**src/rtl/gpio_irq_pkg.sv**
```systemverilog
// Package: shared event codes and register offsets for the GPIO bank
// interrupt detector. Assumes byte offsets compared on the low address bits.
package gpio_irq_pkg;
    localparam int EVT_W = 3;

    localparam logic [EVT_W-1:0] EV_FALL = 3'd0;
    localparam logic [EVT_W-1:0] EV_RISE = 3'd1;
    localparam logic [EVT_W-1:0] EV_BOTH = 3'd2;
    localparam logic [EVT_W-1:0] EV_LOW  = 3'd3;
    localparam logic [EVT_W-1:0] EV_HIGH = 3'd4;

    localparam logic [7:0] OFF_MASK_SET = 8'h20;
    localparam logic [7:0] OFF_MASK_CLR = 8'h24;
    localparam logic [7:0] OFF_MASK_RD  = 8'h28;
    localparam logic [7:0] OFF_STATUS   = 8'h2C;
endpackage

```
**src/rtl/gpio_evt_detect.sv**
```systemverilog
// gpio_evt_detect: per-line edge/level event decoder.
// Assumes lvl is already synchronised to clk. Produces a one-cycle-wide
// hit per line per detected event (levels hit every cycle they hold).
module gpio_evt_detect
    import gpio_irq_pkg::*;
#(
    parameter int LINES = 32
) (
    input  logic                   clk,
    input  logic                   rst_n,
    input  logic [LINES-1:0]       lvl,
    input  logic [LINES*EVT_W-1:0] sel,
    output logic [LINES-1:0]       hit
);
    logic [LINES-1:0] prev_q;

    // Previous-level capture; reset loads the live level so no edge follows reset.
    always_ff @(posedge clk) begin
        if (!rst_n) prev_q <= lvl;
        else        prev_q <= lvl;
    end

    for (genvar g = 0; g < LINES; g++) begin : g_line
        logic [EVT_W-1:0] code;
        assign code = sel[g*EVT_W +: EVT_W];

        // Decode the selected event kind against current and previous level.
        always_comb begin
            unique case (code)
                EV_FALL: hit[g] = prev_q[g] & ~lvl[g];
                EV_RISE: hit[g] = ~prev_q[g] & lvl[g];
                EV_BOTH: hit[g] = prev_q[g] ^ lvl[g];
                EV_LOW:  hit[g] = ~lvl[g];
                EV_HIGH: hit[g] = lvl[g];
                default: hit[g] = 1'b0;
            endcase
        end


        reserved_code_chk: assert property (@(posedge clk) disable iff (!rst_n)
            (code > EV_HIGH) |-> !hit[g]);
    end
endmodule

```
**src/rtl/gpio_irq_mask.sv**
```systemverilog
// gpio_irq_mask: interrupt mask register with set-by-write and
// clear-by-write ports. Assumes set_en and clr_en are never both high.
module gpio_irq_mask #(
    parameter int LINES = 32
) (
    input  logic             clk,
    input  logic             rst_n,
    input  logic             set_en,
    input  logic             clr_en,
    input  logic [LINES-1:0] wdata,
    output logic [LINES-1:0] mask
);
    // Mask update: ones in wdata set or clear the matching bits.
    always_ff @(posedge clk) begin
        if (!rst_n)      mask <= '0;
        else if (set_en) mask <= mask | wdata;
        else if (clr_en) mask <= mask & ~wdata;
    end


    mask_set_chk: assert property (@(posedge clk) disable iff (!rst_n)
        set_en |=> (($past(wdata) & ~mask) == '0));

    mask_clr_chk: assert property (@(posedge clk) disable iff (!rst_n)
        (clr_en && !set_en) |=> (($past(wdata) & mask) == '0));

    mask_hold_chk: assert property (@(posedge clk) disable iff (!rst_n)
        (!set_en && !clr_en) |=> $stable(mask));
endmodule

```
**src/rtl/gpio_irq_status.sv**
```systemverilog
// gpio_irq_status: sticky event status, cleared by a status read.
// A hit in the read cycle wins over the clear so no event is lost.
module gpio_irq_status #(
    parameter int LINES = 32
) (
    input  logic             clk,
    input  logic             rst_n,
    input  logic [LINES-1:0] hit,
    input  logic             rd_clr,
    output logic [LINES-1:0] status
);
    // Status latch: clear on read, then OR in this cycle's events.
    always_ff @(posedge clk) begin
        if (!rst_n) status <= '0;
        else        status <= (status & ~{LINES{rd_clr}}) | hit;
    end


    hit_kept_chk: assert property (@(posedge clk) disable iff (!rst_n)
        rst_n |=> (($past(hit) & ~status) == '0));

    clear_on_read_chk: assert property (@(posedge clk) disable iff (!rst_n)
        rd_clr |=> ((status & ~$past(hit)) == '0));

    sticky_chk: assert property (@(posedge clk) disable iff (!rst_n)
        !rd_clr |=> (($past(status) & ~status) == '0));

    set_source_chk: assert property (@(posedge clk) disable iff (!rst_n)
        rst_n |=> ((status & ~$past(status) & ~$past(hit)) == '0));
endmodule

```
**src/rtl/gpio_irq_bank.sv**
```systemverilog
// gpio_irq_bank: top of the bank interrupt detector. Decodes the register
// bus, registers read data, and combines status with mask into irq.
// Assumes at most one of bus_wr / bus_rd per cycle.
module gpio_irq_bank
    import gpio_irq_pkg::*;
#(
    parameter int LINES  = 32,
    parameter int ADDR_W = 8
) (
    input  logic                   clk,
    input  logic                   rst_n,
    input  logic [LINES-1:0]       pin_lvl,
    input  logic [LINES*EVT_W-1:0] evt_sel,
    input  logic                   bus_wr,
    input  logic                   bus_rd,
    input  logic [ADDR_W-1:0]      bus_addr,
    input  logic [LINES-1:0]       bus_wdata,
    output logic [LINES-1:0]       bus_rdata,
    output logic                   irq
);
    logic [LINES-1:0] hit;
    logic [LINES-1:0] mask_q;
    logic [LINES-1:0] status_q;
    logic             sel_set, sel_clr, sel_mrd, sel_stat;

    // Address decode of the four register offsets.
    always_comb begin
        sel_set  = bus_addr == ADDR_W'(OFF_MASK_SET);
        sel_clr  = bus_addr == ADDR_W'(OFF_MASK_CLR);
        sel_mrd  = bus_addr == ADDR_W'(OFF_MASK_RD);
        sel_stat = bus_addr == ADDR_W'(OFF_STATUS);
    end

    gpio_evt_detect #(.LINES(LINES)) u_detect (
        .clk   (clk),
        .rst_n (rst_n),
        .lvl   (pin_lvl),
        .sel   (evt_sel),
        .hit   (hit)
    );

    gpio_irq_mask #(.LINES(LINES)) u_mask (
        .clk    (clk),
        .rst_n  (rst_n),
        .set_en (bus_wr && sel_set),
        .clr_en (bus_wr && sel_clr),
        .wdata  (bus_wdata),
        .mask   (mask_q)
    );

    gpio_irq_status #(.LINES(LINES)) u_status (
        .clk    (clk),
        .rst_n  (rst_n),
        .hit    (hit),
        .rd_clr (bus_rd && sel_stat),
        .status (status_q)
    );

    // Read data register: captures the addressed register on a read strobe.
    always_ff @(posedge clk) begin
        if (!rst_n)                  bus_rdata <= '0;
        else if (bus_rd && sel_mrd)  bus_rdata <= mask_q;
        else if (bus_rd && sel_stat) bus_rdata <= status_q;
        else if (bus_rd)             bus_rdata <= '0;
    end

    // Interrupt: any pending status bit that is also enabled.
    assign irq = |(status_q & mask_q);


    irq_source_chk: assert property (@(posedge clk) disable iff (!rst_n)
        irq |-> (mask_q != '0 && status_q != '0));

    status_read_chk: assert property (@(posedge clk) disable iff (!rst_n)
        (bus_rd && sel_stat) |=> (bus_rdata == $past(status_q)));

    mask_read_chk: assert property (@(posedge clk) disable iff (!rst_n)
        (bus_rd && sel_mrd) |=> (bus_rdata == $past(mask_q)));
endmodule

```
**config.mk**
```make
export PLATFORM = sky130hd
export DESIGN_NAME = gpio_irq_bank
export DESIGN_NICKNAME = d
export VERILOG_FILES = /design/src/rtl/gpio_irq_pkg.sv /design/src/rtl/gpio_evt_detect.sv /design/src/rtl/gpio_irq_mask.sv /design/src/rtl/gpio_irq_status.sv /design/src/rtl/gpio_irq_bank.sv
export SDC_FILE = /design/constraint.sdc
export NUM_CORES = 1
export LEC_CHECK = 0
export BUFFER_PORTS_ARGS = -buffer_cell sky130_fd_sc_hd__buf_2
export CORE_MARGIN = 5
export CORE_UTILIZATION = 48
export CTS_CLUSTER_SIZE = 30
export DETAILED_ROUTE_END_ITERATION = 8
export GPL_ROUTABILITY_DRIVEN = 0
export HOLD_SLACK_MARGIN = 0.12
export PLACE_DENSITY = 0.78
export SETUP_SLACK_MARGIN = 0.15
export SLEW_MARGIN = 20
export SYNTH_ARGS = -nofsm -noshare
export SYNTH_HDL_FRONTEND = slang
export SYNTH_HIERARCHICAL = 1
export SYNTH_SLANG_ARGS = --single-unit
export TNS_END_PERCENT = 100
```
**constraint.sdc**
```tcl
create_clock -name clk -period 1.8 [get_ports clk]
set_input_delay 0.27 -clock clk [delete_from_list [all_inputs] [get_ports clk]]
set_output_delay 0.27 -clock clk [all_outputs]
set_load 0.05 [all_outputs]
```
Word level (Yosys, flattened, before mapping)
Cells that the tools add are included.

Bits of input ports: 172. Flip-flop bits (word level): 128. Word-level logic and storage cells: 379. Output and inout port bits: 33.

Bitwise gates (word level): 167. Multiplexer cells: 37. Reduce and logical (&&, ||, !) cells: 39. Eq/ne operators: 132.

Operators by type and width (count): $eq 3x2->1 const B (64); $mux 32 (5); $pmux 1 s5 (32); $and 32x32->32 (3); $eq 3x1->1 const B (32); $eq 3x3->1 const B (32); $logic_not 3->1 (32); $and 1x1->1 (64); $not 1->1 (64); $not 32->32 (2); $or 32x32->32 (2); $eq 8x6->1 const B (4); $reduce_or 32->1 (1); $xor 1x1->1 (32); $logic_and 1x1->1 (4); $reduce_bool 3->1 (1); $reduce_bool 2->1 (1).

Longest topological paths before layout
Gate-level depths: netlist of the first run.

Depth after elaboration: 5. Gate-level depth with buffers: 6. Gate-level depth less buffers: 6.

Hierarchy
The synthesis of the first run kept the hierarchy.

Modules (own cells, without submodules): gpio_evt_detect (times used 1, cells each 320, area an instance 3120.5 um^2, seq. area each 640.6 um^2); gpio_irq_bank (times used 1, cells each 168, area an instance 1540.2 um^2, seq. area each 640.6 um^2); gpio_irq_mask (times used 1, cells each 141, area an instance 1346.3 um^2, seq. area each 640.6 um^2); gpio_irq_status (times used 1, cells each 102, area an instance 1121.1 um^2, seq. area each 640.6 um^2).

Least setup slack after synthesis of the first run
Ideal clock, no wire load.

Kind: input to register. Start point: input bus_addr[4]. End point: register (tool-made name). Stages on the path: 6. Required time: 1.742 ns. Buffers on the path: 1. Arrival: 1.876 ns. Setup slack: -0.135 ns. Path through: or4b_1 nor3_1 nor4bb_1 clkbuf_1 and3_1 a31o_1.

RTL lines: from (decl) (line gpio_irq_bank.sv:16) `input logic [ADDR_W-1:0] bus_addr,`.

Final worst setup path of the first run
Start point: register u_status.status[6]. End point: output irq.

Longest elaborated chain between the ends: 2.

RTL lines: from (decl) (line gpio_irq_status.sv:10) `output logic [LINES-1:0] status`; from (signal assigned) (line gpio_irq_status.sv:15) `else status <= (status & ~{LINES{rd_clr}}) | hit;`; $and 32x32->32 (line gpio_irq_bank.sv:68) `assign irq = |(status_q & mask_q);`; $reduce_or 32->1 (line gpio_irq_bank.sv:68); to (decl) (line gpio_irq_bank.sv:19) `output logic irq`.

No other way between the ends.

==> out/metrics.cfg, run 1 <==
[grt]
gr-total-overflow = 0
grt_pass1_wl_um = 29700
grt_pass1_vias = 6268
track_usage_pct = 20.9
antenna_found_initial = 4
grt_max_degree = 49

[power_and_ir_drop]
powerDensity_mw_per_mm2 = 789
combPwrFrac_pct = 13.0
switching_power_mw = 1.72
power.leakage_nw = 4.54
p_clk_share_pct = 46.3
p_sw_share_pct = 23.1
internal_power_mw = 5.73
power_frac_seq_pct = 40.7
vdd_drop_max_v = 0.000680

[clocking]
root_buffer = clkbuf_16
cts_tree = yes
clock_path_buffers = 2
cts_inserted_buffers = 17
clk_latency_ns = 0.41
cts.sinks = 128
htree_levels = 4
path_clk_slew_ns = 0.05

[setup_path]
critPathRequiredTime_ns = 1.53
critical_path_arrival_ns = 1.81
start_kind = flop
endpoint_kind = primary output
path_max_fanout = 2
worstSetupPathType = reg -> out

[synthesis]
ys_types = 32
ys_ff_latch = 128
avgSynthCellArea_sq_um = 9.75
synthesis.area_sq_mm = 0.00713
syn_inst = 731
seq_area_frac_synth_pct = 35.9
yosysWarnings = 6
syn_nets = 967

[drt]
vias = 6138
drt_first_pass_iters = 4
drtIter0Drc = 397
routed_wl_um = 18400
avgViaCountPerCell = 5.23
drc = 0
route.antenna.remaining_nets = 0
wl_per_cell_um = 15.6

[layout]
nNetsFinal = 1212
fin_cells = 1174
final.fill_count = 1210
postLayoutCoreUtil_pct = 64.9
layout_commonest_cell = buf_2
final_cell_mix = 202 x buf_2, 128 x inv_1, 121 x dfxtp_1, 65 x nand2_1, 64 x ha_1
drive_gt1_share_pct = 32.4
area_growth_pct = 32.3

[floorplan]
die_w_um = 132
initial_core_util_pct = 49.0
fp.dieH_um = 132
ios = 205
rows = 44
core_area_sq_mm = 0.0145
dieArea_sq_mm = 0.0174

[timing]
hold_ws_ns = 0.153
hold_viol = 0
drv_slew = 0
finalSetupViolations = 1
finalClockSkew_ns = 0.00396
setup_tns_ns = -0.277
slew-limit-headroom_pct = 50.0
setup_ws_ns = -0.277
finalCritPeriodShare_pct = 115
worstMarginPinSlew_ns = 0.747
clock.fmax_ghz = 0.482
period_needed_ns = 2.08
rsz0062_at_grt = true

[status]
status = complete, but fails checks
violations = negative setup slack

[flow_run]
cap_violations = 0

[placed_design]
placed_cells = 1106
dp_worst_setup_slack_ns = -0.172
numPortBuffers = 204
dp_hpwl_um = 14100

[hold_path]
min_path_type = in -> reg

power groups by stage:
stage          Sequential (mW)  Clock [mW]  Combinational (mW)
2_1_floorplan             3.05           0               0.530
3_3_place_gp              3.08           0               0.850
3_5_place_dp              3.08           0               0.889
4_1_cts                   3.03        3.52               0.961
5_1_grt                   3.04        3.67                1.08
6_report                  3.03        3.45               0.965
per-stage QoR:
stage	cell area [sq um]	total power [mW]
global route	9430	7.79
CTS	9400	7.51
detailed placement	8370	3.97
floorplan	7180	3.58
finish	9430	7.44
global placement	8370	3.93
kinds of logic after synthesis:
| logic type | count (synthesis) | share of synthesized area [%] |
|---|---|---|
| buf+inv | 158 | 9.65 |
| fa+ha+maj | 64 | 11.2 |
| simple gates | 173 | 13.2 |
| flops | 128 | 35.9 |
| compound gates | 144 | 15.4 |
| mux | 64 | 14.6 |
worst max-delay path, stage by stage, from the launching register on:
cell,delay (ns)
dfxtp_2,0.33
a22oi_2,0.23
nand4_1,0.11
or4_4,0.56
buf_12,0.17
routing by layer:
layer  share of wire, %  global-route usage (%)  vias to the layer above  wire [um]
li1                   -                       -                     3040          -
met1                 41                    24.2                     2902       7560
met2                 51                    36.7                      162       9280
met3                5.8                    6.18                       30       1060
met4                2.3                    6.91                        4        414
met5               0.15                       0                        -         27
path summary, 6_finish.rpt:
check	slack (ns)	from	end	cells past startpoint
hold reg to reg	0.44	bus_rdata[26]$_SDFFE_PN0P_	bus_rdata[26]$_SDFFE_PN0P_	2
hold / removal	0.15	bus_wdata[5]	flop	3
setup / recovery	-0.28	u_status/status[6]$_SDFF_PN0_	irq	4
setup reg to reg	0.21	u_detect/prev_q[28]$_DFF_P_	u_status/status[28]$_SDFF_PN0_	5
what timing repair did:
action                                  in CTS  in global routing
setup buffers                                3                  0
hold endpoints to repair                    32                  0
hold buffers                                32                  0
endpoints found under the setup margin       1                  3
gates resized for setup                     22                  6
pin swaps                                    8                  5
layout make-up:
type                       count  area (sq um)  area share [%]
inverter                     128           480            5.09
antenna                        2          5.00          0.0531
sequential                   128          2570            27.3
clock buffer                  21           460            4.88
clock inverter                10           136            1.45
multi-input combinational    445          4000            42.4
tap                          184           230            2.44
timing repair buffer         256          1550            16.4
synth_stat cells, drive strengths merged:
library cell,count,share of area [%]
o21ai,32,2.5
and4b,1,0.14
o32ai,32,3.9
and3,32,2.8
buf,20,2.2
inv,128,6.7
mux4,32,10
nor3,1,0.070
or4b,1,0.14
o21a,32,3.4
and4,1,0.12
nor4bb,1,0.14
nand2b,31,2.7
clkbuf,10,0.68
nand2,65,3.4
nand4,4,0.35
and2b,2,0.21
nor2b,31,2.7
a22oi,16,1.7
dfxtp,128,36
a31o,32,3.9
or4,2,0.26
ha,64,11
mux2i,32,4.5
nand3,1,0.070
Power figures use the tool's default switching activity.
==> run 2: changes to the inputs <==
--- a/config.mk
+++ b/config.mk
@@ -12,11 +12,10 @@
 export DETAILED_ROUTE_END_ITERATION = 8
 export GPL_ROUTABILITY_DRIVEN = 0
 export HOLD_SLACK_MARGIN = 0.12
-export PLACE_DENSITY = 0.78
+export PLACE_DENSITY = 0.77
 export SETUP_SLACK_MARGIN = 0.15
 export SLEW_MARGIN = 20
 export SYNTH_ARGS = -nofsm -noshare
 export SYNTH_HDL_FRONTEND = slang
-export SYNTH_HIERARCHICAL = 1
 export SYNTH_SLANG_ARGS = --single-unit
 export TNS_END_PERCENT = 100
==> run 2 against run 1 <==
Net effect:
- the run still ends with negative setup slack left
- count of clock-buffer cells in the layout increased by 1
- hold slack improved by 0.11 ns
- largest power group unchanged
- area after synthesis is 5.4% higher
- power is 4.8% higher
- fmax is essentially flat
==> out/metrics.cfg, run 2 <==
[synthesis]
ys_types = 27  ; -16%
avgSynthCellArea_sq_um = 9.57  ; -1.8%
seq_area_frac_synth_pct = 34.1  ; -1.8 points
syn_nets = 1021  ; +5.6%
synthSimpleGateAreaFrac_pct = 10.7  ; -2.5 points
synth_top_area_share_pct = 34.1  ; -1.8 points
synthMuxAreaShare_pct = 13.9  ; -0.75 points
ys_ff_latch = 128  ; unchanged
syn_inst = 785  ; +7.4%
synthAdderAreaFrac_pct = 10.7  ; -0.58 points
synth_top_area_cell = dfxtp_1
synth_top_family_by_area = compound AO/OA/AOI/OAI gates
synth_edf_count = 0  ; unchanged
ys_top_cells_by_count = 128 x dfxtp_1, 97 x inv_1, 65 x nor2_1, 64 x ha_1, 64 x mux2_2
synthXorXnorAreaFrac_pct = 0  ; unchanged
synthArstFlopShare_pct = 0  ; unchanged
synth_compound_area_share_pct = 22.9  ; +7.5 points
ys.flop_type = dfxtp_1
synthesis.area_sq_mm = 0.00751  ; +5.4%
synth_area_leaders = dfxtp_1 34%, ha_1 11%, mux2_2 9.6%
yosysWarnings = 0  ; -6
synth_most_common_cell = dfxtp_1

[timing]
rsz0062_at_grt = true
hold_viol = 0  ; unchanged
drv_slew = 0  ; unchanged
finalClockSkew_ns = 0.00509  ; +0.00113 ns
slew-limit-headroom_pct = 31.6  ; -18 points
finalCritPeriodShare_pct = 115  ; about the same
worstMarginPinSlew_ns = 1.02  ; +0.273 ns
setup_ws_ns = -0.277  ; -0.000648 ns
clock.fmax_ghz = 0.481  ; about the same
setup_tns_ns = -0.277  ; -0.000648 ns
period_needed_ns = 2.08  ; +0.000648 ns
finalSetupViolations = 1  ; unchanged

[grt]
track_usage_pct = 24.3  ; +3.4 points
grt_max_degree = 60  ; +22%
grt_pass1_wl_um = 36000  ; +21%
antenna_found_initial = 0  ; -4
grt_pass1_vias = 7375  ; +18%
gr-total-overflow = 0  ; unchanged

[placed_design]
placed_cells = 1170  ; +5.8%
numPortBuffers = 204  ; unchanged
dp_hpwl_um = 15800  ; +12%
post_dp_cell_area_sq_mm = 0.00892  ; +6.5%

[floorplan]
fp.dieH_um = 135  ; +2.5%
dieArea_sq_mm = 0.0183  ; +5.0%
die_w_um = 135  ; +2.5%
ios = 205  ; unchanged
rows = 45  ; +2.3%
initial_core_util_pct = 49.2  ; +0.20 points
core_area_sq_mm = 0.0153  ; +5.0%

[clocking]
cts_inserted_buffers = 17  ; unchanged
root_buffer = clkbuf_16
htree_levels = 4  ; unchanged
clk_latency_ns = 0.42  ; about the same
clock_path_buffers = 2  ; unchanged
cts_tree = yes
cts.sinks = 128  ; unchanged
path_clk_slew_ns = 0.06  ; about the same

[layout]
layout_commonest_cell = buf_2
fin_cells = 1267  ; +7.9%
nNetsFinal = 1279  ; +5.5%
fin_area_sq_mm = 0.0103  ; +9.1%
diodes = 0  ; -2
drive_gt1_share_pct = 32.7  ; +0.28 points
final_cell_mix = 192 x buf_2, 122 x dfxtp_1, 95 x inv_1
area_growth_pct = 36.9

[setup_path]
critPathRequiredTime_ns = 1.53  ; about the same
path_max_fanout = 2  ; unchanged
worstSetupPathType = reg -> out
endpoint_kind = primary output
critical_path_arrival_ns = 1.81  ; about the same
start_kind = flop

[drt]
avgViaCountPerCell = 5.69  ; +8.9%
drc = 0  ; unchanged
route.antenna.remaining_nets = 0  ; unchanged
drtIter0Drc = 597  ; +50%
vias = 7212  ; +17%
routed_wl_um = 22500  ; +23%
wl_per_cell_um = 17.8  ; +14%
drt_first_pass_iters = 5  ; +1

[hold_path]
min_path_type = in -> reg

[power_and_ir_drop]
power.leakage_nw = 4.65  ; +2.5%
vdd_drop_max_v = 0.000655  ; -3.6%
powerDensity_mw_per_mm2 = 758  ; -3.9%

[flow_run]
cap_violations = 0  ; unchanged

[status]
violations = negative setup slack
status = complete, but fails checks

==> run 2: timing repair <==
| action | 4_1_cts | 5_1_grt |
|---|---|---|
| endpoints found under the hold margin | 64 | 0 |
| endpoints found under the setup margin | 1 | 14 |
| hold buffers | 64 | 0 |
| setup buffers | 1 | 0 |
| gates resized for setup | 19 | 13 |
| pin swaps | 8 | 7 |
==> run 2: per-layer routing <==
layer	vias up	track usage, %	routed length [um]
li1	3481	-	-
met1	3371	30.2	9570
met2	306	40.4	10700
met3	54	6.97	1750
met4	0	8.01	551
met5	-	0	0
==> run 2: area by class of cell <==
type,instances,area (sq um)
fillers,1200,4970
clock inverters,10,134
flip-flops and latches,128,2570
repair buffers,291,2030
clock buffers,22,474
well taps,211,264
inverters,98,368
multi-input cells,507,4450
==> run 2: final timing paths <==
path / from / end / slack, ns / cells past startpoint
max reg2reg: u_detect.prev_q[28]$_DFF_P_ / u_status.status[28]$_SDFF_PN0_ / 0.39 / 5
min reg2reg: bus_rdata[19]$_SDFFE_PN0P_ / bus_rdata[19]$_SDFFE_PN0P_ / 0.49 / 2
max: flop / irq / -0.28 / 4
min: bus_addr[2] / flop / 0.26 / 2
==> run 2: power breakdown <==
part | switching [mW] | leakage (nW) | total, mW | internal (mW)
sequential | 0.0863 | 1.05 | 3.03 | 2.95
combinational | 0.585 | 3.31 | 1.22 | 0.633
clock | 1.27 | 0.296 | 3.55 | 2.28
==> run 2: cell families (layout without fill, tap and decap cells) <==
logic type / Yosys count / count (layout)
buffers and inverters: 150 / 421
AO/OA/AOI/OAI: 208 / 208
adder cells (fa/ha/maj): 64 / 64
multiplexers: 96 / 96
AND/OR/NAND/NOR: 139 / 139
flip-flops: 128 / 128
==> run 2: through the flow <==
stage                     total power, mW  util, %  setup slack, ns  hold slack (ns)
final                                7.80     67.4           -0.277            0.261
after global routing                 8.13     67.4           -0.326            0.268
after CTS                            7.81     67.2           -0.273            0.247
after detailed placement             4.15     58.5         -0.00522            0.419
after global placement               4.12     58.5           0.0237            0.419
after floorplan                      3.65        -            0.195            0.298
==> run 2: worst max-delay path: stages (launching register included) <==
cell and delay, ns:
dfxtp_2 0.33, a22oi_2 0.23, nand4_1 0.11, or4_4 0.56, buf_8 0.17
